File: src/rtl/irq_pend_pkg.sv
package irq_pend_pkg;
  typedef enum logic [1:0] {
    TRIG_LEVEL   = 2'b00,
    TRIG_RISE    = 2'b01,
    TRIG_LEVEL_B = 2'b10,
    TRIG_FALL    = 2'b11
  } trig_e;

  function automatic logic trig_is_edge(logic [1:0] t);
    return t[0];
  endfunction

  function automatic logic trig_is_fall(logic [1:0] t);
    return t[1];
  endfunction
endpackage

File: src/rtl/irq_id_decode.sv
module irq_id_decode #(
  parameter int N    = 8,
  parameter int ID_W = 3
) (
  input  logic            valid_i,
  input  logic [ID_W-1:0] id_i,
  output logic [N-1:0]    hit_o
);
  for (genvar g = 0; g < N; g++) begin : g_dec
    assign hit_o[g] = valid_i && (id_i == ID_W'(g));
  end
endmodule

File: src/rtl/irq_edge_det.sv
module irq_edge_det (
  input  logic clk_i,
  input  logic rst_ni,
  input  logic sig_i,
  input  logic fall_sel_i,
  output logic edge_o
);
  logic prev_q;

  always_ff @(posedge clk_i or negedge rst_ni) begin
    if (!rst_ni) prev_q <= 1'b0;
    else         prev_q <= sig_i;
  end

  assign edge_o = fall_sel_i ? (prev_q & ~sig_i) : (~prev_q & sig_i);
endmodule

File: src/rtl/irq_pend_cell.sv
module irq_pend_cell
  import irq_pend_pkg::*;
(
  input  logic       clk_i,
  input  logic       rst_ni,
  input  logic       irq_i,
  input  logic [1:0] trig_i,
  input  logic       sw_hit_i,
  input  logic       sw_val_i,
  input  logic       take_hit_i,
  output logic       pend_o
);
  logic edge_w;
  logic edge_mode;
  logic set_w;
  logic clr_w;
  logic latch_q;

  assign edge_mode = trig_is_edge(trig_i);

  irq_edge_det u_edge (
    .clk_i      (clk_i),
    .rst_ni     (rst_ni),
    .sig_i      (irq_i),
    .fall_sel_i (trig_is_fall(trig_i)),
    .edge_o     (edge_w)
  );

  assign set_w = edge_w | (sw_hit_i & sw_val_i);
  assign clr_w = (sw_hit_i & ~sw_val_i) | take_hit_i;

  // set has priority over any clear in the same cycle
  always_ff @(posedge clk_i or negedge rst_ni) begin
    if (!rst_ni)        latch_q <= 1'b0;
    else if (!edge_mode) latch_q <= 1'b0;
    else if (set_w)      latch_q <= 1'b1;
    else if (clr_w)      latch_q <= 1'b0;
  end

  assign pend_o = edge_mode ? latch_q : irq_i;

  assert_level_fall_R1: assert property (@(posedge clk_i) disable iff (!rst_ni)
    (!edge_mode && $fell(irq_i)) |-> !pend_o);

  assert_level_wr_ignored_R2: assert property (@(posedge clk_i) disable iff (!rst_ni)
    (!edge_mode && sw_hit_i && sw_val_i && !irq_i) |-> !pend_o);

  assert_edge_sets_R3: assert property (@(posedge clk_i) disable iff (!rst_ni)
    (edge_mode && edge_w) |=> (!edge_mode || pend_o));

  assert_take_clears_R6: assert property (@(posedge clk_i) disable iff (!rst_ni)
    (edge_mode && take_hit_i && !edge_w && !sw_hit_i) |=> (!edge_mode || !pend_o));

  assert_edge_hold_R10: assert property (@(posedge clk_i) disable iff (!rst_ni)
    (edge_mode && !edge_w && !sw_hit_i && !take_hit_i) |=> (!edge_mode || $stable(pend_o)));
endmodule

File: src/rtl/irq_pend_top.sv
module irq_pend_top #(
  parameter int NUM_SRC = 8,
  parameter int ID_W    = (NUM_SRC > 1) ? $clog2(NUM_SRC) : 1
) (
  input  logic                    clk_i,
  input  logic                    rst_ni,
  input  logic [NUM_SRC-1:0]      irq_i,
  input  logic [NUM_SRC-1:0][1:0] trig_i,
  input  logic                    sw_we_i,
  input  logic [ID_W-1:0]         sw_id_i,
  input  logic                    sw_val_i,
  input  logic                    take_i,
  input  logic [ID_W-1:0]         take_id_i,
  output logic [NUM_SRC-1:0]      pend_o
);
  logic [NUM_SRC-1:0] sw_hit;
  logic [NUM_SRC-1:0] take_hit;

  irq_id_decode #(.N(NUM_SRC), .ID_W(ID_W)) u_sw_dec (
    .valid_i (sw_we_i),
    .id_i    (sw_id_i),
    .hit_o   (sw_hit)
  );

  irq_id_decode #(.N(NUM_SRC), .ID_W(ID_W)) u_take_dec (
    .valid_i (take_i),
    .id_i    (take_id_i),
    .hit_o   (take_hit)
  );

  for (genvar g = 0; g < NUM_SRC; g++) begin : g_src
    irq_pend_cell u_cell (
      .clk_i      (clk_i),
      .rst_ni     (rst_ni),
      .irq_i      (irq_i[g]),
      .trig_i     (trig_i[g]),
      .sw_hit_i   (sw_hit[g]),
      .sw_val_i   (sw_val_i),
      .take_hit_i (take_hit[g]),
      .pend_o     (pend_o[g])
    );
  end

  assert_one_take_R6: assert property (@(posedge clk_i) disable iff (!rst_ni)
    $onehot0(take_hit));

  assert_one_write_R10: assert property (@(posedge clk_i) disable iff (!rst_ni)
    $onehot0(sw_hit));
endmodule

File: config.mk
export PLATFORM = sky130hd
export DESIGN_NAME = irq_pend_top
export DESIGN_NICKNAME = d
export VERILOG_FILES = /design/src/rtl/irq_pend_pkg.sv /design/src/rtl/irq_id_decode.sv /design/src/rtl/irq_edge_det.sv /design/src/rtl/irq_pend_cell.sv /design/src/rtl/irq_pend_top.sv
export SDC_FILE = /design/constraint.sdc
export NUM_CORES = 1
export LEC_CHECK = 0
export BUFFER_PORTS_ARGS = -buffer_cell sky130_fd_sc_hd__buf_2
export CORE_MARGIN = 2
export CORE_UTILIZATION = 40
export CTS_BUF_LIST = sky130_fd_sc_hd__clkbuf_8
export DETAILED_ROUTE_END_ITERATION = 6
export PLACE_DENSITY = 0.69
export SLEW_MARGIN = 20
export SYNTH_ARGS = -nofsm -noshare
export SYNTH_HDL_FRONTEND = slang
export SYNTH_SLANG_ARGS = --single-unit
File: constraint.sdc
create_clock -name clk_i -period 1 [get_ports clk_i]
set_input_delay 0.05 -clock clk_i [delete_from_list [all_inputs] [get_ports clk_i]]
set_output_delay 0.05 -clock clk_i [all_outputs]
set_load 0.03 [all_outputs]
Word-level counts from Yosys, hierarchy flattened:

Cells that the tools add are included.
W data, S select, Z words.

* bitwise logic cells: 65
* reductions and logical operators: 18
* muxes and demuxes: 40
* equality and inequality tests: 22

Operators with widths (number)
* $mux W1: 40
* $and A1 B1 Y1: 32
* $eq A3 B3 Y1 const B: 8
* $ne A3 B1 Y1 const B: 8
* $not A1 Y1: 17
* $logic_and A1 B1 Y1: 16
* $or A1 B1 Y1: 16
* $eq A3 B2 Y1 const B: 4
* $eq A3 B1 Y1 const B: 2
* $logic_not A3 Y1: 2

* output and inout bits: 8
* bits of input ports: 35
* bits in registers: 16
* logic and storage cells: 161

Logic depth before layout (Yosys ltp):

Gate-level depths: netlist (run 1).

* word-level depth: 7
* depth in mapped cells: 4
* gate-level depth less buffers: 3

By module:

Synthesis (run 1) repeated with hierarchy kept, for this count alone.

* cells, all modules: 88
* area, all modules: 1033.5 um^2

By module, submodules not included
* irq_pend_cell: area an instance 57.6 um^2, seq. area each 25.0 um^2, instances 8, cells each 5
* irq_edge_det: area an instance 47.5 um^2, seq. area each 25.0 um^2, instances 8, cells each 4
* irq_id_decode: area an instance 96.3 um^2, seq. area each 0.0 um^2, instances 2, cells each 8

Worst setup path before layout (run 1):

OpenSTA, ideal clock, no wires.

* path type: register -> register
* start: register g_src[0].u_cell.u_edge.prev_q
* end: register g_src[0].u_cell.latch_q
* stages on the path, launching flop included: 4
* data arrival time: 0.758 ns
* setup time: 0.138 ns
* clock period less this slack: 0.896 ns
* setup slack: 0.104 ns
* path buffers: 0
* data required time: 0.862 ns
* cell sequence: dfrtp_1 > and3b_1 > o21ai_0 > o221ai_1

* cells in the longest elaborated chain, start to end: 6
* elaborated cells on any way between the ends: 8
* classes of those cells: 1 x eq/ne; 3 x mux; 4 x bitwise

Ends and longest elaborated chain
* start, declared: RTL line irq_edge_det.sv:8 `logic prev_q;`
* start signal, assigned: RTL line irq_edge_det.sv:12 `else prev_q <= sig_i;`
* $not A1 Y1: RTL line irq_edge_det.sv:15 `assign edge_o = fall_sel_i ? (prev_q & ~sig_i) : (~prev_q & sig_i);`
* $and A1 B1 Y1: RTL line irq_edge_det.sv:15
* $mux W1 *: RTL line irq_edge_det.sv:15
* $or A1 B1 Y1 *: RTL line irq_pend_cell.sv:29 `assign set_w = edge_w | (sw_hit_i & sw_val_i);`
* $mux W1: RTL line irq_pend_cell.sv:36 `else if (set_w) latch_q <= 1'b1;`
* $mux W1: RTL line irq_pend_cell.sv:35 `else if (!edge_mode) latch_q <= 1'b0;`
* end signal, assigned: RTL line irq_pend_cell.sv:35
* end signal, assigned: RTL line irq_pend_cell.sv:36
* end signal, assigned: RTL line irq_pend_cell.sv:37 `else if (clr_w) latch_q <= 1'b0;`
* end, declared: RTL line irq_pend_cell.sv:17 `logic latch_q;`

Mark *: on every way between the ends. The rest lies on a longest branch, timed or not.
A chain may end at the register's enable or synchronous reset.

Worst setup path after layout (run 1):

* start: register g_src[2].u_cell.latch_q
* end: output port pend_o[2]

* cells in the longest elaborated chain, start to end: 1

Ends and longest elaborated chain
* start, declared: RTL line irq_pend_cell.sv:17
* start signal, assigned: RTL line irq_pend_cell.sv:34 `if (!rst_ni) latch_q <= 1'b0;`
* start signal, assigned: RTL line irq_pend_cell.sv:35
* start signal, assigned: RTL line irq_pend_cell.sv:36
* $mux W1: RTL line irq_pend_cell.sv:40 `assign pend_o = edge_mode ? latch_q : irq_i;`
* end, declared: RTL line irq_pend_top.sv:14 `output logic [NUM_SRC-1:0] pend_o`

No other way between the ends.

==> out/metrics.sh, run 1 <==
HOLD_VIOLATION_TOTAL_FROM_THE_FINAL_REPORT=0
CORE_AREA_MM2=0.00245
CTS_ROOT_BUF='sky130_fd_sc_hd__clkbuf_8'
CLK_PIN_SLEW_NS=0.06
DPL_CELL_AREA_MM2=0.00122
GR-USAGE-ALL-LAYERS_PCT=19.8
GRT_PASS1_WL_MM=4.21
WORST_R2R_STARTPOINT='g_src[5].u_cell.u_edge.prev_q'
PLACE.GP.CONGESTION=0.733
BOUNDARYPINS=43
YS_ASYNC_SR_FRACTION_PCT=100
FIN_CELLS=183
AREA.GROWTH.SYNTH_TO_FINAL_PCT=42.4
MAPPEDNETLISTAREA_MM2=0.00102
POST_SYNTHESIS_NET_COUNT=138
RESULT_OF_THE_RUN='finished with violations'
CRITICAL_PATH_PEAK_FANOUT=2
SYNTHDISTINCTLIBCELLS=22
WORSTSETUPSTARTPOINT='g_src[2].u_cell.latch_q'
SYNTH-SEQ-CELLS=16
SYNTH_LARGEST_TYPE_AREA_FRACTION_PCT=39.1
POSTROUTEANTENNANETS=0
FINAL_MAX_SLEW_VIOL_COUNT=0
MAX_CAP_VIOLATIONS=0
CELL_AREA_POWER_DENSITY_mW_PER_MM2=1170
SKEW_NS=0.000518
DP_HPWL_MM=1.89
MAX_SLEW.WORST_PIN.SLEW_NS=0.375
ANTENNADIODECOUNT=0
LEAKAGEPOWER_nW=0.678
PORT_BUFFERS=42
FINALSETUPVIOLCOUNT=8
MAX_CLOCK_FREQ_GHz=0.915
CLOCK_TREE.BUFFER_DEPTH=2
FINALINSTANCEAREA_MM2=0.00146
SETUP.WORST_PATH.CLASS='flip-flop to primary output'
GRT-OVFL-TOTAL=0
ROUTEDWLPERCELL_UM=14.3
SYNTHESIS.YOSYS.WARNINGS=0
HOLD_PATH_STARTPOINT='irq_i[6]'
SYNTH_EDF_COUNT=0
COUNT_OF_VIAS_PLACED_BY_THE_DETAILED_ROUTER=1019
VIA_DENSITY=5.57
DR.PASS1.ITERS=4
CLOCK_TREE.HTREE_LEVEL_COUNT=1
MEAN_AREA_PER_SYNTHESIZED_CELL_UM2=9.95
GRT_ANTENNA_BEFORE_REPAIR=0
FINAL.PERIOD_UTILIZATION_PCT=109
FINALNETCOUNT=190
DRC_ERRORS=0
INSERTION_DELAY_NS=0.24
CRITICAL_PATH_ARRIVAL_NS=1.04
TIMING.CRITICAL_PATH.FROM_TYPE='flip-flop'
MAX_TRANSITION_MARGIN_PCT=75.0
DIE_HEIGHT_UM=54.6
INITIAL_UTILIZATION_PCT=41.7
FINALWORSTPATHREQUIREDPERIOD_NS=1.09
DP_CELLS=167
HP-CLASS='input port to flip-flop'
CTS_NUM_SINKS=16
DESIGN.DIE.AREA_MM2=0.00298
SYNTH_TOP_CELLS_BY_COUNT='16 x sky130_fd_sc_hd__dfrtp_1, 8 x sky130_fd_sc_hd__buf_4, 8 x sky130_fd_sc_hd__mux2_2, 8 x sky130_fd_sc_hd__o221ai_1'
GRT_PASS1_VIAS=995
YOSYSTOPAREACELL='sky130_fd_sc_hd__dfrtp_1'
CLOCK_TREE_FROM_TRITONCTS='done'
POST_SYNTH_MAIN_AREA_CONTRIBUTORS='sky130_fd_sc_hd__dfrtp_1 39%, sky130_fd_sc_hd__mux2_2 8.8%, sky130_fd_sc_hd__o221ai_1 6.8%'
CTS_BUFFERS=3
DRT-TOTAL-WL_MM=2.62
POSTSYNTHCELLCOUNT=103
PRE_CTS_SLACK_NS=-0.0149
WORST_SLACK_NS=-0.0930
VIOLATIONS='setup timing'
DRT_ITER0_DRC=16
REQUIRED_NS=0.95
TIMING.CRITICAL_PATH.TO_TYPE='primary output'
DIE-WIDTH_UM=54.6
VDD_IR_DROP_MAX_mV=1.05
SYNTH_MOST_COMMON_CELL='sky130_fd_sc_hd__dfrtp_1'
STD_CELL_ROWS=18
POWER_CONSUMPTION_W=0.00171
GRT_MAX_DEGREE=17
SYNTH-SEQ-AREA-SHARE_PCT=39.1
FRACTION_OF_FINAL_LAYOUT_CELLS_SIZED_BEYOND_DRIVE_STRENGTH_1_PCT=39.9
GRT_SETUP_UNREPAIRED='true'
SYNTH_FLOP_CELL='sky130_fd_sc_hd__dfrtp_1'
==> where the power goes <==
group | internal [W] | switching, W | total [W]
registers | 0.000696 | 0.0000274 | 0.000724
clock network | 0.000267 | 0.000211 | 0.000478
logic | 0.000268 | 0.000239 | 0.000507
==> state kept, by name, indices dropped and copies added, names as in the netlist <==
name,flops
g_src.u_cell.latch_q,8
g_src.u_cell.u_edge.prev_q,8
==> cell families after synthesis <==
kind of cell / count (synthesis) / synth area share (%)
muxes: 8 / 8.79
buffers and inverters: 10 / 6.84
AOI/OAI and AO/OA: 24 / 17.0
DFF: 16 / 39.1
and+or+nand+nor: 45 / 28.3
==> critical path, stage by stage, from the launching register on <==
cell                      delay, ns
sky130_fd_sc_hd__dfrtp_1       0.39
sky130_fd_sc_hd__mux2_4        0.27
sky130_fd_sc_hd__buf_6         0.14
==> layer usage <==
| metal | global-route usage (%) | vias up | wire length, um |
|---|---|---|---|
| li1 | - | 494 | - |
| met1 | 23.0 | 495 | 1050 |
| met2 | 34.7 | 28 | 1390 |
| met3 | 4.64 | 2 | 170 |
| met4 | 7.50 | 0 | 10 |
| met5 | 0 | - | 0 |
==> placed cells by master (no fill, tap or decap), drive strengths merged, types with 5 or more instances in the layout <==
cell / synthesis / layout
buf: 10 / 48
dfrtp: 16 / 16
dlygate4sd3: 0 / 9
mux2: 8 / 8
o221ai: 8 / 8
and3b: 7 / 7
nor3b: 7 / 7
o21ai: 7 / 7
nand2b: 6 / 6
o211ai: 6 / 6
nand3: 6 / 6
nor2: 5 / 5
==> stage by stage <==
step	setup TNS (ns)	hold slack, ns	util, %
final	-0.655	0.0850	59.4
after global routing	-0.969	0.0958	59.4
after CTS	-0.670	0.0831	59.1
after detailed placement	-0.0149	-0.00890	49.6
after global placement	0	-0.0149	49.6
after floorplan	0	-0.246	-
==> repair_timing <==
| item | CTS | global route |
|---|---|---|
| setup buffers | 3 | 1 |
| hold endpoints to repair | 24 | 0 |
| pin swaps | 0 | 4 |
| gates resized for setup | 27 | 4 |
| setup endpoints to repair | 11 | 14 |
| hold buffers | 9 | 0 |
==> layout make-up <==
| type | instances | area [um2] |
|---|---|---|
| Multi-Input combinational cell | 77 | 584 |
| Sequential cell | 16 | 400 |
| Clock buffer | 3 | 41.3 |
| Fill cell | 221 | 996 |
| Timing Repair Buffer | 57 | 395 |
| Tap cell | 30 | 37.5 |
==> worst paths after layout <==
kind	cells past startpoint	slack, ns	end
hold / removal	3	0.09	g_src[6].u_cell.latch_q
setup reg to reg	3	0.03	g_src[5].u_cell.latch_q
hold reg to reg	2	0.62	g_src[7].u_cell.latch_q
setup / recovery	2	-0.09	pend_o[2]
max in group asynchronous	2	0.48	g_src[6].u_cell.latch_q
min in group asynchronous	2	0.25	g_src[0].u_cell.u_edge.prev_q
No activity file was read; power rests on OpenSTA's default activity.
==> run 2, diff against run 1 <==
Settings changed: TNS_END_PERCENT from default to 10.
==> run 2 against run 1 <==
Net effect:
- the flow still finishes with violations (setup timing)
- combinational power is 1% lower
- final area is 0.51% lower
- non-clock buffer count is 1 lower
- routed wire length is 1.0% lower
- clock skew stayed put
- via count is 0.39% lower
- critical path type unchanged
- flip-flop and latch count stayed put
==> out/metrics.sh, run 2 (same netlist as run 1, synthesis figures left out) <==
CLK_PIN_SLEW_NS=0.06  # about the same
ANTENNADIODECOUNT=0  # unchanged
SETUP.WORST_PATH.CLASS='flip-flop to primary output'  # unchanged
CTS_NUM_SINKS=16  # unchanged
FINAL_MAX_SLEW_VIOL_COUNT=0  # unchanged
INITIAL_UTILIZATION_PCT=41.7  # unchanged
CTS_ROOT_BUF='sky130_fd_sc_hd__clkbuf_8'  # unchanged
MAX_TRANSITION_MARGIN_PCT=75.0  # about the same
FILL_CELLS=221  # unchanged
VIOLATIONS='setup timing'  # unchanged
FRACTION_OF_FINAL_LAYOUT_CELLS_SIZED_BEYOND_DRIVE_STRENGTH_1_PCT=39.5  # was 39.9%
VIA_DENSITY=5.58  # was 5.57
GRT_SETUP_UNREPAIRED='true'  # unchanged
HP-CLASS='input port to flip-flop'  # unchanged
COUNT_OF_VIAS_PLACED_BY_THE_DETAILED_ROUTER=1015  # was 1019
FINALWORSTPATHREQUIREDPERIOD_NS=1.09  # unchanged
HOLD_VIOLATION_TOTAL_FROM_THE_FINAL_REPORT=0  # unchanged
FINAL.PERIOD_UTILIZATION_PCT=109  # unchanged
MAX_CAP_VIOLATIONS=0  # unchanged
CTS_BUFFERS=3  # unchanged
TIMING.CRITICAL_PATH.TO_TYPE='primary output'  # unchanged
POSTROUTEANTENNANETS=0  # unchanged
DRT_ITER0_DRC=16  # unchanged
CRITICAL_PATH_PEAK_FANOUT=2  # unchanged
AREA.GROWTH.SYNTH_TO_FINAL_PCT=41.6  # was 42.4%
CELL_AREA_POWER_DENSITY_mW_PER_MM2=1170  # about the same
CRITICAL_PATH_ARRIVAL_NS=1.04  # about the same
INSERTION_DELAY_NS=0.24  # about the same
PRE_CTS_SLACK_NS=-0.0149  # unchanged
CLOCK_TREE.HTREE_LEVEL_COUNT=1  # unchanged
MOSTFREQUENTLAYOUTCELL='sky130_fd_sc_hd__buf_2'  # unchanged
CLOCK_TREE.BUFFER_DEPTH=2  # unchanged
SETUP.REG_TO_REG.WORST_SLACK_NS=0.03  # about the same
MAX_SLEW.WORST_PIN.SLEW_NS=0.375  # about the same
LARGEST_REGISTERS='g_src.u_cell.latch_q: 8 flops, g_src.u_cell.u_edge.prev_q: 8 flops'  # unchanged
WORST_SLACK_NS=-0.0930  # unchanged
DR.PASS1.ITERS=4  # unchanged
MAX_CLOCK_FREQ_GHz=0.915  # unchanged
GR-USAGE-ALL-LAYERS_PCT=19.8  # unchanged
MOST_USED_CELLS_IN_THE_LAYOUT_EXCLUDING_FILL_AND_TAP_CELLS='34 x sky130_fd_sc_hd__buf_2, 16 x sky130_fd_sc_hd__dfrtp_1, 9 x sky130_fd_sc_hd__dlygate4sd3_1'  # unchanged
REQUIRED_NS=0.95  # about the same
SKEW_NS=0.000518  # unchanged
PORT_BUFFERS=42  # unchanged
LEAKAGEPOWER_nW=0.673  # was 0.678 nW
DESIGN.DIE.AREA_MM2=0.00298  # unchanged
BOUNDARYPINS=43  # unchanged
DP_CELLS=167  # unchanged
WHS_NS=0.0850  # unchanged
DIE_HEIGHT_UM=54.6  # unchanged
RESULT_OF_THE_RUN='finished with violations'  # unchanged
PLACE.GP.CONGESTION=0.733  # unchanged
FIN_CELLS=182  # was 183
FINALSETUPVIOLCOUNT=8  # unchanged
ROUTEDWLPERCELL_UM=14.2  # was 14.3 um
DRC_ERRORS=0  # unchanged
GRT_PASS1_VIAS=995  # unchanged
FINALNETCOUNT=189  # was 190
CLOCK_TREE_FROM_TRITONCTS='done'  # unchanged
DRT-TOTAL-WL_MM=2.59  # was 2.62 mm
SETUP-TNS-FINAL_NS=-0.641  # was -0.655 ns
VDD_IR_DROP_MAX_mV=1.05  # about the same
CORE_AREA_MM2=0.00245  # unchanged
TIMING.CRITICAL_PATH.FROM_TYPE='flip-flop'  # unchanged
GRT_ANTENNA_BEFORE_REPAIR=0  # unchanged
GRT_PASS1_WL_MM=4.21  # unchanged
POWER_CONSUMPTION_W=0.00170  # was 0.00171 W
DIE-WIDTH_UM=54.6  # unchanged
GRT-OVFL-TOTAL=0  # unchanged
GRT_MAX_DEGREE=17  # unchanged
STD_CELL_ROWS=18  # unchanged
DP_HPWL_MM=1.89  # unchanged
## run 2: changes by cell type in the layout (fill, tap and decap cells not counted)
cell	change
sky130_fd_sc_hd__buf_4	-1
## run 2: power breakdown
part / switching [W] / internal, W
clock: 0.000212 / 0.000267
sequential: 0.0000267 / 0.000696
combinational: 0.000238 / 0.000263
total: 0.000476 / 0.00123
## run 2: metrics by stage
stage	instance area [um2]	util, %
6_report	1450	59.1
5_1_grt	1450	59.1
4_1_cts	1450	59.1
3_5_place_dp	1220	49.6
3_3_place_gp	1220	49.6
2_1_floorplan	1020	-
## run 2: routing by layer
metal,part of all wire [%],global-route usage [%],vias up
met5,0,0,-
met4,0.39,7.50,0
met3,6.6,4.64,2
met2,53,34.7,28
met1,40,23.0,493
li1,-,-,492
## run 2: critical path: stages, from the launching register on
cell and delay [ns]:
sky130_fd_sc_hd__dfrtp_1 0.39, sky130_fd_sc_hd__mux2_4 0.27, sky130_fd_sc_hd__buf_6 0.14
## run 2: timing repair
item	CTS	global route
pin swaps	0	4
gates resized for setup	27	4
hold endpoints to repair	24	0
buffers inserted	3	0
hold buffers	9	0
setup endpoints to repair	11	14
## run 2: layout make-up
cell class | count | area, um2 | area share, %
Timing Repair Buffer | 56 | 388 | 26.7
Sequential cell | 16 | 400 | 27.6
Clock buffer | 3 | 41.3 | 2.84
Multi-Input combinational cell | 77 | 584 | 40.3
Tap cell | 30 | 37.5 | 2.59
## run 2: worst paths after layout
kind	end	cells after the start	from
min	g_src[6].u_cell.latch_q	3	irq_i[6]
max reg2reg	g_src[5].u_cell.latch_q	3	g_src[5].u_cell.u_edge.prev_q
min in group asynchronous	g_src[0].u_cell.u_edge.prev_q	2	rst_ni
min reg2reg	g_src[7].u_cell.latch_q	2	g_src[7].u_cell.latch_q
max	pend_o[2]	2	g_src[2].u_cell.latch_q
max in group asynchronous	g_src[6].u_cell.latch_q	2	rst_ni
